### src/rtl/plcp_oh_pkg.sv
package plcp_oh_pkg;
  localparam int OCT_W = 8;
  localparam int IDX_W = 6;
  localparam int B1_ROW = 4;

  typedef enum logic [1:0] {
    FT_ROWS12 = 2'd0,
    FT_ROWS10 = 2'd1,
    FT_ROWS9  = 2'd2,
    FT_RSVD   = 2'd3
  } ftype_e;

  typedef enum logic [1:0] {
    OC_A1  = 2'd0,
    OC_A2  = 2'd1,
    OC_POI = 2'd2,
    OC_POH = 2'd3
  } oct_e;

  localparam logic [OCT_W-1:0] FRAME_A1 = 8'hF6;
  localparam logic [OCT_W-1:0] FRAME_A2 = 8'h28;

  function automatic logic [IDX_W-1:0] top_index(input ftype_e t);
    case (t)
      FT_ROWS10: top_index = IDX_W'(9);
      FT_ROWS9:  top_index = IDX_W'(8);
      default:   top_index = IDX_W'(11);
    endcase
  endfunction

  function automatic logic [OCT_W-1:0] poi_octet(input logic [IDX_W-1:0] idx);
    poi_octet = {1'b0, idx, ~(^idx)};
  endfunction
endpackage

### src/rtl/plcp_row_seq.sv
module plcp_row_seq
  import plcp_oh_pkg::*;
#(
  parameter int IW = IDX_W
) (
  input  logic          clk,
  input  logic          rst_n,
  input  logic          row_start,
  input  logic [1:0]    frame_type,
  input  logic          oh_off,
  input  logic          oh_ready,
  output logic          oh_valid,
  output oct_e          octet,
  output logic [IW-1:0] row_idx,
  output logic          row_off,
  output logic          frame_start,
  output logic          xfer
);
  logic accept;

  assign accept      = row_start && !oh_valid;
  assign frame_start = accept && (row_idx == '0);
  assign xfer        = oh_valid && oh_ready;

  always_ff @(posedge clk or negedge rst_n) begin
    if (!rst_n) begin
      oh_valid <= 1'b0;
      octet    <= OC_A1;
      row_idx  <= '0;
      row_off  <= 1'b0;
    end else if (accept) begin
      oh_valid <= 1'b1;
      octet    <= OC_A1;
      row_off  <= oh_off;
      if (row_idx == '0) row_idx <= IW'(top_index(ftype_e'(frame_type)));
      else               row_idx <= row_idx - 1'b1;
    end else if (xfer) begin
      if (octet == OC_POH) oh_valid <= 1'b0;
      else                 octet    <= oct_e'(octet + 2'd1);
    end
  end


  row_idx_range_chk: assert property (@(posedge clk) disable iff (!rst_n)
    row_idx <= IW'(11));


  hold_under_stall_chk: assert property (@(posedge clk) disable iff (!rst_n)
    (oh_valid && !oh_ready) |=> (oh_valid && $stable(octet) && $stable(row_idx)));


  octet_order_chk: assert property (@(posedge clk) disable iff (!rst_n)
    (xfer && octet != OC_POH) |=> (oh_valid && octet == oct_e'($past(octet) + 2'd1)));


  row_ends_chk: assert property (@(posedge clk) disable iff (!rst_n)
    (xfer && octet == OC_POH) |=> !oh_valid);
endmodule

### src/rtl/plcp_bip_acc.sv
module plcp_bip_acc
  import plcp_oh_pkg::*;
#(
  parameter int W = OCT_W
) (
  input  logic         clk,
  input  logic         rst_n,
  input  logic         frame_start,
  input  logic         pay_take,
  input  logic [W-1:0] pay_byte,
  input  logic         poh_take,
  input  logic [W-1:0] poh_byte,
  output logic [W-1:0] bip_prev
);
  logic [W-1:0] acc;
  logic [W-1:0] incoming;

  assign incoming = (pay_take ? pay_byte : '0) ^ (poh_take ? poh_byte : '0);

  always_ff @(posedge clk or negedge rst_n) begin
    if (!rst_n) begin
      acc      <= '0;
      bip_prev <= '0;
    end else if (frame_start) begin
      bip_prev <= acc;
      acc      <= incoming;
    end else begin
      acc <= acc ^ incoming;
    end
  end


  bip_hold_chk: assert property (@(posedge clk) disable iff (!rst_n)
    !frame_start |=> $stable(bip_prev));
endmodule

### src/rtl/plcp_err_ins.sv
module plcp_err_ins
  import plcp_oh_pkg::*;
#(
  parameter int W = OCT_W
) (
  input  logic         clk,
  input  logic         rst_n,
  input  logic         frame_start,
  input  logic         arm,
  input  logic [W-1:0] pat,
  output logic [W-1:0] cur_pat,
  output logic         busy
);
  logic         pend_v;
  logic [W-1:0] pend_pat;
  logic         arm_ok;

  assign arm_ok = arm && (pat != '0);
  assign busy   = pend_v || (cur_pat != '0);

  always_ff @(posedge clk or negedge rst_n) begin
    if (!rst_n) begin
      pend_v   <= 1'b0;
      pend_pat <= '0;
      cur_pat  <= '0;
    end else begin
      if (frame_start) begin
        cur_pat <= pend_v ? pend_pat : '0;
        pend_v  <= 1'b0;
      end
      if (arm_ok) begin
        pend_v   <= 1'b1;
        pend_pat <= pat;
      end
    end
  end


  busy_cause_chk: assert property (@(posedge clk) disable iff (!rst_n)
    $rose(busy) |-> $past(arm));


  pattern_frame_chk: assert property (@(posedge clk) disable iff (!rst_n)
    !frame_start |=> $stable(cur_pat));
endmodule

### src/rtl/plcp_oh_gen.sv
module plcp_oh_gen
  import plcp_oh_pkg::*;
(
  input  logic             clk,
  input  logic             rst_n,
  input  logic [1:0]       frame_type,
  input  logic             oh_off,
  input  logic             row_start,
  input  logic             pay_valid,
  output logic             pay_ready,
  input  logic [OCT_W-1:0] pay_data,
  input  logic             err_arm,
  input  logic [OCT_W-1:0] err_pat,
  output logic             err_busy,
  output logic             oh_valid,
  input  logic             oh_ready,
  output logic [OCT_W-1:0] oh_data
);
  oct_e             octet;
  logic [IDX_W-1:0] row_idx;
  logic             row_off;
  logic             frame_start;
  logic             xfer;
  logic [OCT_W-1:0] bip_prev;
  logic [OCT_W-1:0] cur_pat;
  logic [OCT_W-1:0] poh_val;
  logic             poh_take;

  assign pay_ready = 1'b1;

  plcp_row_seq #(.IW(IDX_W)) u_seq (
    .clk(clk), .rst_n(rst_n), .row_start(row_start), .frame_type(frame_type),
    .oh_off(oh_off), .oh_ready(oh_ready), .oh_valid(oh_valid), .octet(octet),
    .row_idx(row_idx), .row_off(row_off), .frame_start(frame_start), .xfer(xfer)
  );

  plcp_err_ins #(.W(OCT_W)) u_err (
    .clk(clk), .rst_n(rst_n), .frame_start(frame_start), .arm(err_arm),
    .pat(err_pat), .cur_pat(cur_pat), .busy(err_busy)
  );

  assign poh_val  = (row_idx == IDX_W'(B1_ROW)) ? (bip_prev ^ cur_pat) : '0;
  assign poh_take = xfer && (octet == OC_POH);

  plcp_bip_acc #(.W(OCT_W)) u_bip (
    .clk(clk), .rst_n(rst_n), .frame_start(frame_start),
    .pay_take(pay_valid && pay_ready), .pay_byte(pay_data),
    .poh_take(poh_take), .poh_byte(poh_val), .bip_prev(bip_prev)
  );

  always_comb begin
    case (octet)
      OC_A1:   oh_data = row_off ? '0 : FRAME_A1;
      OC_A2:   oh_data = row_off ? '0 : FRAME_A2;
      OC_POI:  oh_data = row_off ? '0 : poi_octet(row_idx);
      default: oh_data = poh_val;
    endcase
  end


  blank_overhead_chk: assert property (@(posedge clk) disable iff (!rst_n)
    (oh_valid && row_off && octet != OC_POH) |-> (oh_data == '0));


  zero_growth_chk: assert property (@(posedge clk) disable iff (!rst_n)
    (oh_valid && octet == OC_POH && row_idx != IDX_W'(B1_ROW)) |-> (oh_data == '0));


  poi_parity_chk: assert property (@(posedge clk) disable iff (!rst_n)
    (oh_valid && octet == OC_POI && !row_off) |-> ((^oh_data) && !oh_data[7]));
endmodule

### config.mk
export PLATFORM = sky130hd
export DESIGN_NAME = plcp_oh_gen
export DESIGN_NICKNAME = d
export VERILOG_FILES = /design/src/rtl/plcp_oh_pkg.sv /design/src/rtl/plcp_row_seq.sv /design/src/rtl/plcp_bip_acc.sv /design/src/rtl/plcp_err_ins.sv /design/src/rtl/plcp_oh_gen.sv
export SDC_FILE = /design/constraint.sdc
export NUM_CORES = 1
export LEC_CHECK = 0
export ABC_CLOCK_PERIOD_IN_PS = 5500
export CORE_MARGIN = 5
export CORE_UTILIZATION = 55
export DETAILED_ROUTE_END_ITERATION = 8
export GPL_TIMING_DRIVEN = 0
export PLACE_DENSITY = 0.83
export SKIP_LAST_GASP = 1
export SLEW_MARGIN = 20
export SYNTH_ARGS = -nofsm -noshare
export SYNTH_HDL_FRONTEND = slang
export SYNTH_HIERARCHICAL = 1
export SYNTH_SLANG_ARGS = --single-unit
### constraint.sdc
create_clock -name clk -period 5.5 [get_ports clk]
set_input_delay 0.55 -clock clk [delete_from_list [all_inputs] [get_ports clk]]
set_output_delay 0.55 -clock clk [all_outputs]
set_load 0.01 [all_outputs]
==> metrics.yaml <==
status:
  status: "finished, final reports clean"
floorplan:
  ios: 36
  die_h_um: 77.45
  initial_utilization_pct: 57.08
  dieArea_sq_um: 5999
  num_rows: 24
  coreArea_sq_um: 4384
  die_w_um: 77.45
sta:
  worst_slack_ps: 2703
  finalHoldViolCount: 0
  period_needed_ps: 2797
  rsz0062_at_grt: "no"
  slew_violations: 0
  max_freq_mhz: 357.5
  post-route-period-util_pct: 50.85
  setup_viol: 0
  max-slew-margin-rel_pct: 60.65
  tightest_slew_ps: 588.0
  finalClockSkew_ps: 8.969
  fin_tns_setup_ps: 0
synthesis:
  synth_flop_cell: "dfrtp_1"
  avgSynthCellArea_sq_um: 10.69
  ys_top_cells_by_area: "dfrtp_1, xnor3_1, mux2_2"
  synth_warnings: 6
  synth_edf_count: 0
  async_flop_share_pct: 100.0
  synth_cells: 234
  ys_seq_area_share_pct: 43.00
  synth_top_area_cell: "dfrtp_1"
  yosys.area.top_type_share_pct: 43.00
  syn_nets: 266
  synth_area_sq_um: 2502
  synthTopCellsByCount: "dfrtp_1, nand2_1, inv_1"
  ys_ff_latch: 43
  synthMostInstantiatedCell: "dfrtp_1"
  synth_cell_type_count: 54
placed_design:
  dp_slack_ps: 2695
  gp_congestion: 0.8142
  place_inst: 319
  postPlaceCellArea_sq_um: 2903
  hpwl_mm: 3.861
  portBuffers: 32
finish:
  drive_above_1_share_pct: 17.09
  stdcell_count: 327
  fin_util_pct: 68.98
  layout.nets: 306
  design_area_sq_um: 3024
  antennaDiodeCount: 0
  syn_to_final_growth_pct: 20.85
global_route:
  grt_max_degree: 29
  overflow: 0
  busiest_layer: "met2"
  grt.met2_usage_pct: 29.63
  grt_pass1_wl_mm: 8.514
  grt_pass1_vias: 1801
  track_usage_pct: 17.87
  met3_usage_pct: 3.819
  use_met1_pct: 22.87
  antenna_found_initial: 0
power:
  ir_drop_v: 0.0002176
  p_per_area_nw_per_um2: 510.2
  p_leak_uw: 0.001378
worst_setup_path:
  criticalPathCategory: "reg2out"
  crit_buf_inv: 2
  worst-path-max-fanout: 6
  critPathRequiredTime_ps: 4950
  critPathLaunchType: "flop"
  critPathTopFamily: "buffers and inverters"
  critPathMaxStageDelay_ps: 530
  cp.arrival_ps: 2250
  crit_path_cell_trace: "inv_1, ha_1, xnor3_1, nor2_1, o21a_1, clkdlybuf4s50_1"
  slowest_stage: "clkdlybuf4s50_1"
  critPathCaptureType: "output pin"
min_path:
  min_path_type: "in2async"
clock_tree:
  cts_setup_buffers: 0
  clock_sinks: 43
  cts_max_path_buffers: 2
  tritoncts: "done"
  htree_levels: 2
  hold_buffers: 0
  clk_root_buffer_cell: "clkbuf_8"
  cts-buffers-inserted: 5
  post_cts_resized: 0
  clk_pin_slew_worst_paths_ps: 90
  clock_latency_ps: 300
routing:
  vias: 1783
  wl_per_cell_um: 15.29
  drt_first_pass_iters: 4
  initialDrtViolationCount: 160
  drc_errors: 0
  routed_wl_mm: 5.001
  routed_via_density: 5.453
  ant_nets: 0
job:
  drv_cap: 0
==> area by class of cell <==
cell class              instances  area (sq um)
repair buffers                 33         335.3
flip-flops and latches         43          1076
clock inverters                 2         38.79
clock buffers                   6         82.58
plain buffers                  14         102.6
fillers                       332          1360
well taps                      52         65.06
inverters                      19         71.32
multi-input cells             158          1252
==> where the power goes <==
group          total (uW)  internal [uW]  switching, uW
registers             577            445            132
clock network         260            149            110
logic                 706            417            289
total                1540           1010            532
==> flip-flops by register name, indices dropped and copies added, names as in the netlist <==
register	flops
u_err/pend_pat	8
u_err/cur_pat	8
u_err/pend_v	1
u_seq/oh_valid	1
u_bip/acc	8
u_seq/row_off	1
u_seq/row_idx	6
u_seq/octet	2
u_bip/bip_prev	8
==> through the flow <==
| stage | total power [uW] | hold slack (ps) |
|---|---|---|
| 2_1_floorplan | 1074 | 254.4 |
| 3_3_place_gp | 1255 | 479.4 |
| 3_5_place_dp | 1289 | 489.4 |
| 4_1_cts | 1553 | 179.1 |
| 5_1_grt | 1653 | 187.8 |
| 6_report | 1543 | 169.5 |
==> path summary, 6_finish.rpt <==
kind                                          startpoint                             to  slack, ps  cells past startpoint
max                         u_seq/row_idx[4]$_DFFE_PN0P_                     oh_data[0]       2700                      6
min in group clk           u_err/pend_pat[3]$_DFFE_PN0P_  u_err/pend_pat[3]$_DFFE_PN0P_        510                      1
min                                                rst_n  u_bip/bip_prev[5]$_DFFE_PN0P_        170                      1
max in group asynchronous                          rst_n   u_err/cur_pat[2]$_DFFE_PN0P_       4850                      2
min reg2reg                u_err/pend_pat[3]$_DFFE_PN0P_  u_err/pend_pat[3]$_DFFE_PN0P_        510                      1
max reg2reg                 u_seq/row_idx[4]$_DFFE_PN0P_   u_err/cur_pat[5]$_DFFE_PN0P_       2810                      8
==> worst reg2reg max path: cells and delay by family (launching register included) <==
kind,cells,cell delay [ps]
AO/OA/AOI/OAI,1,90
buffers and inverters,3,830
AND/OR/NAND/NOR,4,1250
flip-flops,1,460
==> layer usage <==
metal	routed length, um	share of wire [%]	up-vias
met4	110	2.2	0
met2	2459	49	44
met1	2190	44	847
met3	240	4.8	10
li1	-	-	882
met5	0	0	-
==> layout by cell type, fill, tap and decap left out, types with 7 or more instances in the layout <==
master | Yosys | final
a22o_1 | 8 | 8
clkbuf_8 | 2 | 8
clkdlybuf4s50_1 | 0 | 31
dfrtp_1 | 43 | 43
ha_1 | 7 | 7
inv_1 | 19 | 19
mux2_2 | 8 | 8
nand2_1 | 23 | 23
nand3_1 | 9 | 9
nor2_1 | 17 | 17
o21ai_0 | 10 | 10
xnor2_1 | 8 | 8
xnor3_1 | 9 | 9
==> cell families after synthesis <==
logic type / after synthesis / synth area share [%]
compound gates: 44 / 13.55
xor+xnor: 18 / 11.25
fa+ha+maj: 7 / 3.500
buf+inv: 33 / 6.950
flops: 43 / 43.00
mux: 11 / 4.850
other cells: 1 / 0.1499
simple gates: 77 / 16.75
Note: power is estimated with default switching activity, not from simulation.
